File: src/rtl/tmrOutPkg.sv
package tmrOutPkg;
  localparam int MODE_W = 3;

  typedef enum logic [MODE_W-1:0] {
    MODE_SW      = 3'd0,
    MODE_SET     = 3'd1,
    MODE_TOG_CLR = 3'd2,
    MODE_SET_CLR = 3'd3,
    MODE_TOG     = 3'd4,
    MODE_CLR     = 3'd5,
    MODE_TOG_SET = 3'd6,
    MODE_CLR_SET = 3'd7
  } outMode_e;

  typedef struct packed {
    logic load;
    logic set;
    logic clr;
    logic tog;
  } outCmd_t;
endpackage

File: src/rtl/outCtrl.sv
module outCtrl
  import tmrOutPkg::*;
(
  input  logic              tickEn,
  input  logic [MODE_W-1:0] mode,
  input  logic              chEq,
  input  logic              perEq,
  output outCmd_t           cmd
);
  outMode_e modeSel;
  assign modeSel = outMode_e'(mode);

  always_comb begin
    cmd = '0;
    if (modeSel == MODE_SW) begin
      cmd.load = 1'b1;
    end else if (tickEn) begin
      unique case (modeSel)
        MODE_SET: cmd.set = chEq;
        MODE_TOG: cmd.tog = chEq;
        MODE_CLR: cmd.clr = chEq;
        MODE_TOG_CLR: begin
          if (perEq) cmd.clr = 1'b1;
          else       cmd.tog = chEq;
        end
        MODE_SET_CLR: begin
          if (perEq) cmd.clr = 1'b1;
          else       cmd.set = chEq;
        end
        MODE_TOG_SET: begin
          if (perEq) cmd.set = 1'b1;
          else       cmd.tog = chEq;
        end
        MODE_CLR_SET: begin
          if (perEq) cmd.set = 1'b1;
          else       cmd.clr = chEq;
        end
        default: ;
      endcase
    end
  end

  // at most one action strobe at a time
  always_comb begin
    a_r10_one_action: assert ($onehot0({cmd.load, cmd.set, cmd.clr, cmd.tog}));
  end
endmodule

File: src/rtl/outReg.sv
module outReg
  import tmrOutPkg::*;
(
  input  logic    clk,
  input  logic    rstN,
  input  outCmd_t cmd,
  input  logic    swOut,
  output logic    outPin
);
  logic outQ;

  always_ff @(posedge clk or negedge rstN) begin
    if (!rstN)         outQ <= 1'b0;
    else if (cmd.load) outQ <= swOut;
    else if (cmd.set)  outQ <= 1'b1;
    else if (cmd.clr)  outQ <= 1'b0;
    else if (cmd.tog)  outQ <= ~outQ;
  end

  assign outPin = cmd.load ? swOut : outQ;

  // with no command the register holds
  a_r2_hold_idle: assert property (@(posedge clk) disable iff (!rstN)
    (cmd == '0) |=> (outQ == $past(outQ)));
endmodule

File: src/rtl/timerOutMode.sv
module timerOutMode
  import tmrOutPkg::*;
(
  input  logic              clk,
  input  logic              rstN,
  input  logic              tickEn,
  input  logic [MODE_W-1:0] mode,
  input  logic              swOut,
  input  logic              chEq,
  input  logic              perEq,
  output logic              outPin
);
  outCmd_t cmd;

  outCtrl u_ctrl (
    .tickEn(tickEn), .mode(mode), .chEq(chEq), .perEq(perEq), .cmd(cmd)
  );

  outReg u_reg (
    .clk(clk), .rstN(rstN), .cmd(cmd), .swOut(swOut), .outPin(outPin)
  );

  // mode 1 set on channel match
  a_r3_set: assert property (@(posedge clk) disable iff (!rstN)
    (mode == 3'd1 && tickEn && chEq) ##1 (mode != 3'd0) |-> outPin);
  // mode 5 clear on channel match
  a_r5_clr: assert property (@(posedge clk) disable iff (!rstN)
    (mode == 3'd5 && tickEn && chEq) ##1 (mode != 3'd0) |-> !outPin);
  // mode 4 toggles
  a_r4_tog: assert property (@(posedge clk) disable iff (!rstN)
    (mode == 3'd4 && tickEn && chEq) ##1 (mode != 3'd0) |-> outPin != $past(outPin));
  // period match wins in clearing PWM modes
  a_r10_per_clr: assert property (@(posedge clk) disable iff (!rstN)
    ((mode == 3'd2 || mode == 3'd3) && tickEn && perEq) ##1 (mode != 3'd0) |-> !outPin);
  // period match wins in setting PWM modes
  a_r10_per_set: assert property (@(posedge clk) disable iff (!rstN)
    ((mode == 3'd6 || mode == 3'd7) && tickEn && perEq) ##1 (mode != 3'd0) |-> outPin);
  // no tick, output held across non-zero modes
  a_r2_no_tick: assert property (@(posedge clk) disable iff (!rstN)
    (mode != 3'd0 && !tickEn) ##1 (mode != 3'd0) |-> $stable(outPin));
endmodule

File: config.mk
export PLATFORM = sky130hd
export DESIGN_NAME = timerOutMode
export DESIGN_NICKNAME = d
export VERILOG_FILES = /design/src/rtl/tmrOutPkg.sv /design/src/rtl/outCtrl.sv /design/src/rtl/outReg.sv /design/src/rtl/timerOutMode.sv
export SDC_FILE = /design/constraint.sdc
export NUM_CORES = 1
export LEC_CHECK = 0
export BUFFER_PORTS_ARGS = -buffer_cell sky130_fd_sc_hd__buf_2
export CORE_AREA = 2 2 39 41
export CTS_BUF_LIST = sky130_fd_sc_hd__clkbuf_4 sky130_fd_sc_hd__clkbuf_8
export DETAILED_ROUTE_END_ITERATION = 7
export DIE_AREA = 0 0 41 43
export HOLD_SLACK_MARGIN = 0.15
export MAX_ROUTING_LAYER = met4
export PLACE_DENSITY = 0.3
export REMOVE_ABC_BUFFERS = 1
export SLEW_MARGIN = 20
export SYNTH_ARGS = -nofsm -noshare
export SYNTH_HDL_FRONTEND = slang
export SYNTH_SLANG_ARGS = --single-unit
File: constraint.sdc
create_clock -name clk -period 2.3 [get_ports clk]
set_clock_uncertainty 0.2 [all_clocks]
set_input_delay 0.23 -clock clk [delete_from_list [all_inputs] [get_ports clk]]
set_output_delay 0.23 -clock clk [all_outputs]
set_load 0.1 [all_outputs]
### Word-level counts from Yosys, hierarchy flattened

Index checks and enable logic that the tools add are counted.

* bits in registers: 1
* input bits: 9
* output and inout bits: 1
* logic and storage cells: 27

* equal/unequal tests: 7
* mux-type cells: 13
* bitwise logic cells: 1
* reductions and logical operators: 5

Operators by type and width (number)
* 3-bit == test (second input constant): 4
* 1-bit 2-to-1 mux: 8
* 3-bit by 2-bit == test with 1-bit output (second input constant): 2
* 3-bit 2-to-1 mux: 2
* 1-bit case mux with 3 select lines: 2
* 2-bit OR reduction: 3
* 4-bit nonzero test: 1
* 3-bit by 1-bit == test with 1-bit output (second input constant): 1
* 3-bit zero test: 1
* 1-bit case mux with 2 select lines: 1
* 1-bit inverter: 1

### Longest topological paths before layout

Gate-level depths: netlist of run 1.

* depth in word-level cells: 9
* depth in mapped cells: 3

### Hierarchy

A second synthesis of run 1 with hierarchy kept.

* cells, all modules: 17
* area, all modules: 140.1 um^2

Modules (own cells, without submodules)
* outCtrl: instances 1, cells an instance 12, area an instance 77.6 um^2, seq. area each 0.0 um^2
* outReg: instances 1, cells an instance 5, area an instance 62.6 um^2, seq. area each 25.0 um^2

### Worst setup path before layout of run 1

Ideal clock, no wire load.

* kind: input-to-output
* from: in mode[2]
* to: out outPin
* arrival: 1124 ps
* data required time: 1870 ps
* setup slack: 746 ps
* cell stages on the path: 3
* path through: nor3_1 -> nand2_1 -> nand2_1

* word-level cells in the longest chain between the ends: 3

RTL lines
* from (decl): RTL line timerOutMode.sv:7 `input logic [MODE_W-1:0] mode,`
* 3-bit zero test: RTL line outCtrl.sv:15 `if (modeSel == MODE_SW) begin`
* 1-bit 2-to-1 mux: RTL line outCtrl.sv:15
* 1-bit 2-to-1 mux: RTL line outReg.sv:20 `assign outPin = cmd.load ? swOut : outQ;`
* to (decl): RTL line timerOutMode.sv:11 `output logic outPin`

No other way between the ends.

### Final worst setup path of run 1

Same ends and word-level chain as after synthesis.

==> reports/qor.yml, run 1 <==
outcome: "finished clean"
post_synth.cell_area_avg_um2: 7.26
worst_r2r_endpoint: "u_reg.outQ$_DFFE_PN0P_"
layout-drive-gt1-share: 0.360
max-slew-margin-rel: 0.674
critical_path_required_time_ns: 1.87
slew_violations: 0
maxCapViolations: 0
vdd.ir_drop.worst_mv: 0.102
met3RoutedLength_um: 89
worstSetupEndpoint: "outPin"
startpoint_type: "input pin"
wire_length_of_the_first_global_routing_pass_um: 503
wl_um: 350
finalSetupViolCount: 0
port_buffers: 9
post_synth_num_cell_types: 13
worstPathArrival_ns: 1.15
power_frac_clock: 0
grt_start_max_net_pins: 6
start_util: 0.0787
reg2reg_slack_ns: 1.06
die_w_um: 41
drc_errors: 0
yosysWarnings: 0
post-route-min-period_ns: 1.58
area_growth_pct: 69.0
pwr-share-comb: 0.696
worst_pin_slew_ns: 0.492
critical_path.reg2reg.startpoint: "u_reg.outQ$_DFFE_PN0P_"
layout_top_registers: "u_reg.outQ x1"
synth_enable_flop_cells: 0
largest_register_ffs: 1
crit_path_end_kind: "output port"
dominantRegCellSynth: "dfrtp_1"
syn-cell-area_um2: 109
power-per-cell-area_nw_per_um2: 429
worstHoldPathType: "input pin to register"
routed.top_layer: "met3"
layout.filler_cells: 152
wl_met1_um: 182
routed_via_count: 148
vias_per_cell: 3.61
ioPinCount: 10
postPlaceCellArea_um2: 174
ant_nets: 0
grt_overflow: 0
detailed_place_hpwl_um: 317
globalplace.congestion: 0.683
p_leak_nw: 0.0884
floorplan.core_area_um2: 1380
grt_antenna_before_repair: 0
routed_length_per_instance_um: 8.54
dr.first_iter.drc_count: 5
layout.nets: 36
post-synth-top-count-cell: "nand2_1"
tns_ns: 0
asyncSetResetFlopFracSynth: 1.00
setup.worst_path.start: "mode[2]"
synth.yosys.seq_area_share: 0.230
kind_of_critical_path: "input pin to output port"
proportion_of_netlist_area_held_by_the_largest_area_contributor: 0.230
grt_pass1_vias: 127
netlist.top_cell.by_area: "dfrtp_1"
timing.fmax_ghz: 0.634
layout_worst_path_cycle_share: 0.686
final_cell_area_um2: 184
power_report.internal_total_mw: 0.0389
timing.final.hold_violations: 0
ys_ff_latch: 1
power.share.switching: 0.507
path_max_fanout: 4
detailroute.wirelength.met2_um: 79
r2r_cells: 3
power.sequential.fraction: 0.304
largest-register: "u_reg.outQ"
clkSlewWorstSetupHoldPaths_ns: 0
power.net_switching_mw: 0.0400
drt-pass1-iter-count: 4
fp.dieArea_um2: 1760
rows: 14
die_h_um: 43
synth_top_cells_by_area: "dfrtp_1, nand2_1, a21bo_1, o311ai_1, a21boi_0"
grt_setup_unrepaired: "no"
insertion_delay_ns: 0
antennaDiodeCount: 0
global_route.usage.total: 0.0400
synthCells: 15
## final cells by class
| class | count | area, um2 | share of cell area |
|---|---|---|---|
| repair buffers | 10 | 55.1 | 0.299 |
| well taps | 16 | 20.0 | 0.109 |
| multi-input cells | 13 | 80.1 | 0.435 |
| flip-flops and latches | 1 | 25.0 | 0.136 |
| inverters | 1 | 3.75 | 0.0204 |
## per-layer routing
layer  vias to the layer above  global-route usage
met4                         0                   0
li1                         77                   -
met3                         0              0.0262
met1                        58              0.0667
met2                        13              0.0406
met5                         -                   -
## power by group through the flow
stage | registers, mW | clock network [mW] | logic, mW
floorplan | 0.0225 | 0 | 0.0388
global route | 0.0242 | 0 | 0.0591
CTS | 0.0239 | 0 | 0.0550
finish | 0.0240 | 0 | 0.0549
global placement | 0.0237 | 0 | 0.0528
detailed placement | 0.0237 | 0 | 0.0536
## worst min-delay path by stage
stage / from / to / cells after the start
global route: swOut / u_reg.outQ$_DFFE_PN0P_ / 3
CTS: swOut / u_reg.outQ$_DFFE_PN0P_ / 3
finish: swOut / u_reg.outQ$_DFFE_PN0P_ / 3
detailed placement: rstN / u_reg.outQ$_DFFE_PN0P_ / 1
floorplan: rstN / u_reg.outQ$_DFFE_PN0P_ / 0
global placement: rstN / u_reg.outQ$_DFFE_PN0P_ / 1
## stage by stage
stage | std cells | hold slack (ns) | setup slack (ns) | power (mW) | util
2_1_floorplan | 15 | -0.266 | 0.746 | 0.0612 | -
6_report | 41 | 0.297 | 0.723 | 0.0789 | 0.133
3_5_place_dp | 40 | -0.194 | 0.728 | 0.0774 | 0.126
5_1_grt | 41 | 0.337 | 0.668 | 0.0833 | 0.133
4_1_cts | 41 | 0.303 | 0.727 | 0.0788 | 0.133
3_3_place_gp | 40 | -0.196 | 0.769 | 0.0765 | 0.126
## cells by family after synthesis
kind of cell | count (synthesis) | synth area share
buffers and inverters | 1 | 0.0344
AOI/OAI and AO/OA | 8 | 0.529
and+or+nand+nor | 5 | 0.207
DFF | 1 | 0.230
## critical path, cell delays in order
cell	delay (ns)
buf_2	0.12
nor3_1	0.21
nand2_1	0.10
nand2_1	0.07
buf_2	0.42
## layout by cell type, fill, tap and decap left out, drive strengths merged
master / count
a21bo: 1
a21boi: 1
a21oi: 1
a31oi: 1
buf: 9
dfrtp: 1
dlygate4sd3: 1
inv: 1
nand2: 3
nor3: 1
o21ai: 1
o21bai: 1
o311ai: 1
o31ai: 1
or2: 1
## repair_timing
item | in CTS | in global routing
buffers inserted | 0 | 0
endpoints found under the hold margin | 1 | 0
hold buffers | 1 | 0
resized for setup | 0 | 0
Note: power is estimated with default switching activity, not from simulation.
==> run 2: changes to the inputs <==
--- a/config.mk
+++ b/config.mk
@@ -5,6 +5,7 @@
 export SDC_FILE = /design/constraint.sdc
 export NUM_CORES = 1
 export LEC_CHECK = 0
+export ABC_AREA = 1
 export BUFFER_PORTS_ARGS = -buffer_cell sky130_fd_sc_hd__buf_2
 export CORE_AREA = 2 2 39 41
 export CTS_BUF_LIST = sky130_fd_sc_hd__clkbuf_4 sky130_fd_sc_hd__clkbuf_8
@@ -12,7 +13,7 @@
 export DIE_AREA = 0 0 41 43
 export HOLD_SLACK_MARGIN = 0.15
 export MAX_ROUTING_LAYER = met4
-export PLACE_DENSITY = 0.3
+export PLACE_DENSITY = 0.31
 export REMOVE_ABC_BUFFERS = 1
 export SLEW_MARGIN = 20
 export SYNTH_ARGS = -nofsm -noshare
==> constraint.sdc (replaced) <==
create_clock -name clk -period 1.65 [get_ports clk]
set_clock_uncertainty 0.2 [all_clocks]
set_input_delay 0.165 -clock clk [delete_from_list [all_inputs] [get_ports clk]]
set_output_delay 0.165 -clock clk [all_outputs]
set_load 0.1 [all_outputs]
==> reports/qor.yml, run 2 <==
outcome: "finished clean"  # unchanged
grt_use_met2: 0.100  # was 0.0406
vias_per_cell: 3.61  # about the same
routed_length_per_instance_um: 5.93  # was 8.54 um
synth.yosys.seq_area_share: 0.153  # was 0.230
grt_antenna_before_repair: 0  # unchanged
max-slew-margin-rel: 0.846  # was 0.674
dp_cells: 56  # was 40
post_synth.cell_area_avg_um2: 5.29  # was 7.26 um2
detailed_place_hpwl_um: 334  # was 317 um
grt_start_max_net_pins: 4  # was 6
mostFrequentLayoutCells: "nand2_1, buf_2, inv_1"  # was buf_2, nand2_1
floorplan.core_area_um2: 1380  # unchanged
ant_nets: 0  # unchanged
globalplace.congestion: 0.659  # was 0.683
synthCells: 31  # was 15
timing.final.hold_violations: 0  # unchanged
slew_violations: 0  # unchanged
clkSlewWorstSetupHoldPaths_ns: 0  # about the same
dp_slack_ns: 0.312  # was 0.728 ns
finalSetupViolCount: 0  # unchanged
layout_worst_path_cycle_share: 0.803
syn-cell-area_um2: 164  # was 109 um2
worstPathArrival_ns: 0.96  # was 1.15 ns
postPlaceCellArea_um2: 244  # was 174 um2
path_delay_family: "buffers and inverters"  # unchanged
antennaDiodeCount: 0  # unchanged
kind_of_critical_path: "input pin to output port"  # unchanged
max_stage_delay_ns: 0.21  # was 0.42 ns
hold_slack_ns: 0.276  # was 0.297 ns
die_w_um: 41  # unchanged
worst-path-buf-inv: 3  # was 2
yosysWarnings: 0  # unchanged
grt_overflow: 0  # unchanged
grt_pass1_vias: 195  # was 127
p_leak_nw: 0.153  # was 0.0884 nW
worstHoldPathType: "input pin to asynchronous set/reset pin"  # was input pin to register
power-per-cell-area_nw_per_um2: 701  # was 429 nW/um2
globalRouteMet3Util: 0  # was 0.0262
ys_ff_latch: 1  # unchanged
critical_path_required_time_ns: 1.28  # was 1.87 ns
asyncSetResetFlopFracSynth: 1.00  # unchanged
worst_pin_slew_ns: 0.229  # was 0.492 ns
rows: 14  # unchanged
area_growth_pct: 55.0  # was 69.0%
setup_slack_ns: 0.325  # was 0.723 ns
synth_top_cells_by_area: "nand2_1, dfrtp_1, nand2_2, inv_1, a21oi_1"  # was dfrtp_1, nand2_1, a21bo_1, o311ai_1, a21boi_0
ioPinCount: 10  # unchanged
drt-pass1-iter-count: 2  # was 4
crit_path_end_kind: "output port"  # unchanged
synth.top_cells.by_count: "nand2_1, inv_1, nand2_2"
cts.repair.resized: 0  # unchanged
grt_setup_unrepaired: "no"  # unchanged
post-route-min-period_ns: 1.33
layout.nets: 52  # was 36
largest-register: "u_reg.outQ"  # unchanged
global_route.usage.total: 0.0492  # was 0.0400
finalNonFillerCells: 57  # was 41
power_mw: 0.178  # was 0.0789 mW
post-synth-top-count-cell: "nand2_1"  # unchanged
proportion_of_netlist_area_held_by_the_largest_area_contributor: 0.275  # was 0.230
insertion_delay_ns: 0  # about the same
mostFrequentLayoutCell: "nand2_1"  # was buf_2
wire_length_of_the_first_global_routing_pass_um: 648  # was 503 um
gr-max-usage-layer: "met2"  # was met1
path_cells: "buf_2 -> nor2_1 -> nand2_2 -> inv_1 -> nand2_1 -> o21ai_1 -> buf_12"  # was buf_2 -> nor3_1 -> nand2_1 -> nand2_1 -> buf_2
routed_via_count: 206  # was 148
tns_ns: 0  # unchanged
drc_errors: 0  # unchanged
utilization: 0.184  # was 0.133
final_cell_area_um2: 254  # was 184 um2
fp.dieArea_um2: 1760  # unchanged
startpoint_type: "input pin"  # unchanged
dr.first_iter.drc_count: 1  # was 5
vdd.ir_drop.worst_mv: 0.165  # was 0.102 mV
dominantRegCellSynth: "dfrtp_1"  # unchanged
largest_register_ffs: 1  # unchanged
path_max_fanout: 3  # was 4
timing.fmax_ghz: 0.754
globalRouteMet1Util: 0.0508  # was 0.0667
die_h_um: 43  # unchanged
port_buffers: 9  # unchanged
layout_top_registers: "u_reg.outQ x1"  # unchanged
post_synth_num_cell_types: 10  # was 13
start_util: 0.118  # was 0.0787
synth_enable_flop_cells: 0  # unchanged
layout-drive-gt1-share: 0.366  # was 0.360
maxCapViolations: 0  # unchanged
wl_um: 338  # was 350 um
netlist.top_cell.by_area: "nand2_1"  # was dfrtp_1
critical-path-slowest-cell: "buf_12"  # was buf_2
-- run 2: changes by cell type after synthesis, moves of 2 or more --
cell / change
nand2_2: +4
inv_1: +4
nand2_1: +9
a21oi_1: +2
nor2_1: +2
-- run 2: per-layer routing --
| layer | wire length (um) | share of wire |
|---|---|---|
| met5 | 0 | 0 |
| met4 | 0 | 0 |
| met3 | 3 | 0.0089 |
| met2 | 198 | 0.59 |
| met1 | 135 | 0.40 |
-- run 2: cells by family after synthesis --
kind of cell | synth area share
and+or+nand+nor | 0.534
DFF | 0.153
AOI/OAI and AO/OA | 0.176
buffers and inverters | 0.137
-- run 2: power breakdown --
part	leakage [nW]	total, mW	internal, mW	switching (mW)
Clock	0	0	0	0
Combinational	0.142	0.143	0.0531	0.0896
Sequential	0.0112	0.0353	0.0320	0.00332
-- run 2: layout make-up --
class	count	area, um2
multi-input combinational	24	116
sequential	1	25.0
timing repair buffer	10	70.1
fill	169	1130
tap	16	20.0
inverter	6	22.5
-- run 2: worst reg2reg max path, stage by stage (launching register included) --
cell and delay, ns:
dfrtp_1 0.35, inv_1 0.07, nand2_1 0.05, nand2_1 0.05
nand2_1 0.06, a21oi_2 0.12
-- run 2: final timing paths --
check                                        from  depth (start not counted)  slack (ns)                     end
hold / removal                               rstN                          2        0.28  u_reg.outQ$_DFFE_PN0P_
max in group asynchronous                    rstN                          2        0.89  u_reg.outQ$_DFFE_PN0P_
min in group clk           u_reg.outQ$_DFFE_PN0P_                          2        0.30  u_reg.outQ$_DFFE_PN0P_
hold reg to reg            u_reg.outQ$_DFFE_PN0P_                          2        0.30  u_reg.outQ$_DFFE_PN0P_
setup reg to reg           u_reg.outQ$_DFFE_PN0P_                          5        0.68  u_reg.outQ$_DFFE_PN0P_
setup / recovery                          mode[0]                          7        0.32                  outPin
-- run 2: repair_timing --
action,in CTS,in global routing
hold buffers,1,0
endpoints found under the hold margin,1,0
buffers inserted,0,0
==> run 3: changes to the inputs <==
--- a/config.mk
+++ b/config.mk
@@ -13,7 +13,7 @@
 export DIE_AREA = 0 0 41 43
 export HOLD_SLACK_MARGIN = 0.15
 export MAX_ROUTING_LAYER = met4
-export PLACE_DENSITY = 0.31
+export PLACE_DENSITY = 0.32
 export REMOVE_ABC_BUFFERS = 1
 export SLEW_MARGIN = 20
 export SYNTH_ARGS = -nofsm -noshare
==> constraint.sdc (replaced) <==
create_clock -name clk -period 1.2 [get_ports clk]
set_clock_uncertainty 0.2 [all_clocks]
set_input_delay 0.12 -clock clk [delete_from_list [all_inputs] [get_ports clk]]
set_output_delay 0.12 -clock clk [all_outputs]
set_load 0.1 [all_outputs]
==> reports/qor.yml, run 3 (synthesis gave the netlist of run 2 again) <==
outcome: "finished clean"  # unchanged
layout_top_registers: "u_reg.outQ x1"  # unchanged
power-per-cell-area_nw_per_um2: 854  # was 701 nW/um2
floorplan.core_area_um2: 1380  # unchanged
routed_length_per_instance_um: 6.20  # was 5.93 um
ioPinCount: 10  # unchanged
grt_antenna_before_repair: 0  # unchanged
dr.first_iter.drc_count: 0  # was 1
setup.worst_path.start: "mode[1]"  # was mode[0]
worst_pin_slew_ns: 0.152  # was 0.229 ns
grt_overflow: 0  # unchanged
die_h_um: 43  # unchanged
p_leak_nw: 0.184  # was 0.153 nW
reg2reg_slack_ns: 0.20  # was 0.68 ns
dp_slack_ns: -0.0362  # was 0.312 ns
r2r_cells: 5  # unchanged
vdd.ir_drop.worst_mv: 0.239  # was 0.165 mV
critical_path.reg2reg.startpoint: "u_reg.outQ$_DFFE_PN0P_"  # unchanged
power.share.switching: 0.505  # was 0.522
largest-register: "u_reg.outQ"  # unchanged
post-route-min-period_ns: 1.13
path_max_fanout: 3  # unchanged
layout.filler_cells: 164  # was 169
critical_path_required_time_ns: 0.93  # was 1.28 ns
start_util: 0.118  # unchanged
power.sequential.fraction: 0.176  # was 0.198
global_route.usage.total: 0.0482  # was 0.0492
rows: 14  # unchanged
crit_cells: 9  # was 7
grt_pass1_vias: 171  # was 195
slew_violations: 0  # unchanged
grt_setup_unrepaired: "yes"  # was no
insertion_delay_ns: 0  # about the same
cts_post_setup_buffers_inserted: 0  # unchanged
timing.final.hold_violations: 0  # unchanged
power_mw: 0.277  # was 0.178 mW
layout-drive-gt1-share: 0.644  # was 0.366
mostFrequentLayoutCell: "nand2_1"  # unchanged
wl_um: 378  # was 338 um
max-slew-margin-rel: 0.899  # was 0.846
area_growth_pct: 97.7  # was 55.0%
die_w_um: 41  # unchanged
max_stage_delay_ns: 0.12  # was 0.21 ns
maxCapViolations: 0  # unchanged
setup_slack_ns: 0.0746  # was 0.325 ns
power.net_switching_mw: 0.140  # was 0.0929 mW
largest_register_ffs: 1  # unchanged
drt-pass1-iter-count: 1  # was 2
port_buffers: 9  # unchanged
critical-path-slowest-cell: "buf_4"  # was buf_12
startpoint_type: "input pin"  # unchanged
timing.fmax_ghz: 0.889
critPathMostFrequentCell: "nand2_2"
kind_of_critical_path: "input pin to register"  # was input pin to output port
antennaDiodeCount: 0  # unchanged
path_cells: "buf_8 -> nor2_2 -> nand2_2 -> inv_2 -> nand2_2 -> buf_4 -> nand2_1 -> inv_1 -> a21oi_2"  # was buf_2 -> nor2_1 -> nand2_2 -> inv_1 -> nand2_1 -> o21ai_1 -> buf_12
power_frac_clock: 0  # about the same
detailed_place_hpwl_um: 340  # was 334 um
drc_errors: 0  # unchanged
ant_nets: 0  # unchanged
grt_start_max_net_pins: 4  # unchanged
crit_path_end_kind: "register"  # was output port
finalSetupViolCount: 0  # unchanged
mostFrequentLayoutCells: "nand2_1, buf_2, nand2_2"  # was nand2_1, buf_2, inv_1
worstHoldPathType: "input pin to asynchronous set/reset pin"  # unchanged
worstSetupEndpoint: "u_reg.outQ$_DFFE_PN0P_"  # was outPin
power_report.internal_total_mw: 0.137  # was 0.0851 mW
pwr-share-comb: 0.824  # was 0.802
layout_worst_path_cycle_share: 0.938
clkSlewWorstSetupHoldPaths_ns: 0  # about the same
layout.nets: 56  # was 52
path_delay_family: "buffers and inverters"  # unchanged
vias_per_cell: 3.61  # about the same
worstPathArrival_ns: 0.85  # was 0.96 ns
routed_via_count: 220  # was 206
fp.dieArea_um2: 1760  # unchanged
worst_r2r_endpoint: "u_reg.outQ$_DFFE_PN0P_"  # unchanged
worst-path-buf-inv: 4  # was 3
globalplace.congestion: 0.658  # was 0.659
wire_length_of_the_first_global_routing_pass_um: 621  # was 648 um
-- run 3: cell count changes in the layout (fill, tap and decap cells not counted), moves of 2 or more --
cell	before	now
nand2_1	12	9
inv_2	0	3
a21oi_2	1	3
nand2_2	4	6
inv_1	5	3
buf_4	0	3
a21oi_1	3	1
-- run 3: worst register-to-register path: stages (launching register included) --
cell and delay (ns):
dfrtp_1 0.35, inv_1 0.09, nand2_1 0.06, nand2_1 0.07, nand2_2 0.06, a21oi_2 0.10
-- run 3: what timing repair did --
item	in CTS	in global routing
gates resized for setup	2	13
hold buffers	1	0
pin swaps	0	7
endpoints found under the hold margin	1	0
endpoints found under the setup margin	1	2
cloned	0	0
-- run 3: worst min path at each step --
stage                     startpoint                endpoint  slack [ns]  cells past startpoint
after floorplan                 rstN  u_reg.outQ$_DFFE_PN0P_       -0.38                      0
after global placement          rstN  u_reg.outQ$_DFFE_PN0P_       -0.31                      1
after detailed placement        rstN  u_reg.outQ$_DFFE_PN0P_       -0.30                      1
after CTS                       rstN  u_reg.outQ$_DFFE_PN0P_        0.23                      2
after global routing            rstN  u_reg.outQ$_DFFE_PN0P_        0.25                      2
final                           rstN  u_reg.outQ$_DFFE_PN0P_        0.23                      2
-- run 3: layout make-up --
type                    count  area, um2  area share
well taps                  16       20.0      0.0618
flip-flops and latches      1       25.0      0.0772
repair buffers             14        114       0.351
inverters                   6       22.5      0.0695
multi-input cells          24        143       0.440
-- run 3: metrics by stage --
step	std cells	util	setup TNS (ns)	area, um2	hold slack, ns
final	61	0.234	0	324	0.234
after global routing	61	0.234	-0.00779	324	0.253
after CTS	61	0.210	0	290	0.232
after detailed placement	60	0.198	-0.0362	274	-0.304
after global placement	60	0.198	-0.0510	274	-0.305
after floorplan	31	-	-0.844	164	-0.376
-- run 3: routing by layer --
layer  up-vias  part of all wire  GRT usage
met2         2              0.59     0.0875
met1        97              0.37     0.0603
li1        121                 -          -
met4         0                 0          0
met3         0             0.034          0
met5         -                 0          -
-- run 3: power by group through the flow --
stage	Clock, mW	Combinational [mW]	Sequential, mW
after floorplan	0	0.130	0.0477
after global placement	0	0.205	0.0495
after detailed placement	0	0.204	0.0490
after CTS	0	0.214	0.0490
after global routing	0	0.246	0.0504
final	0	0.228	0.0486
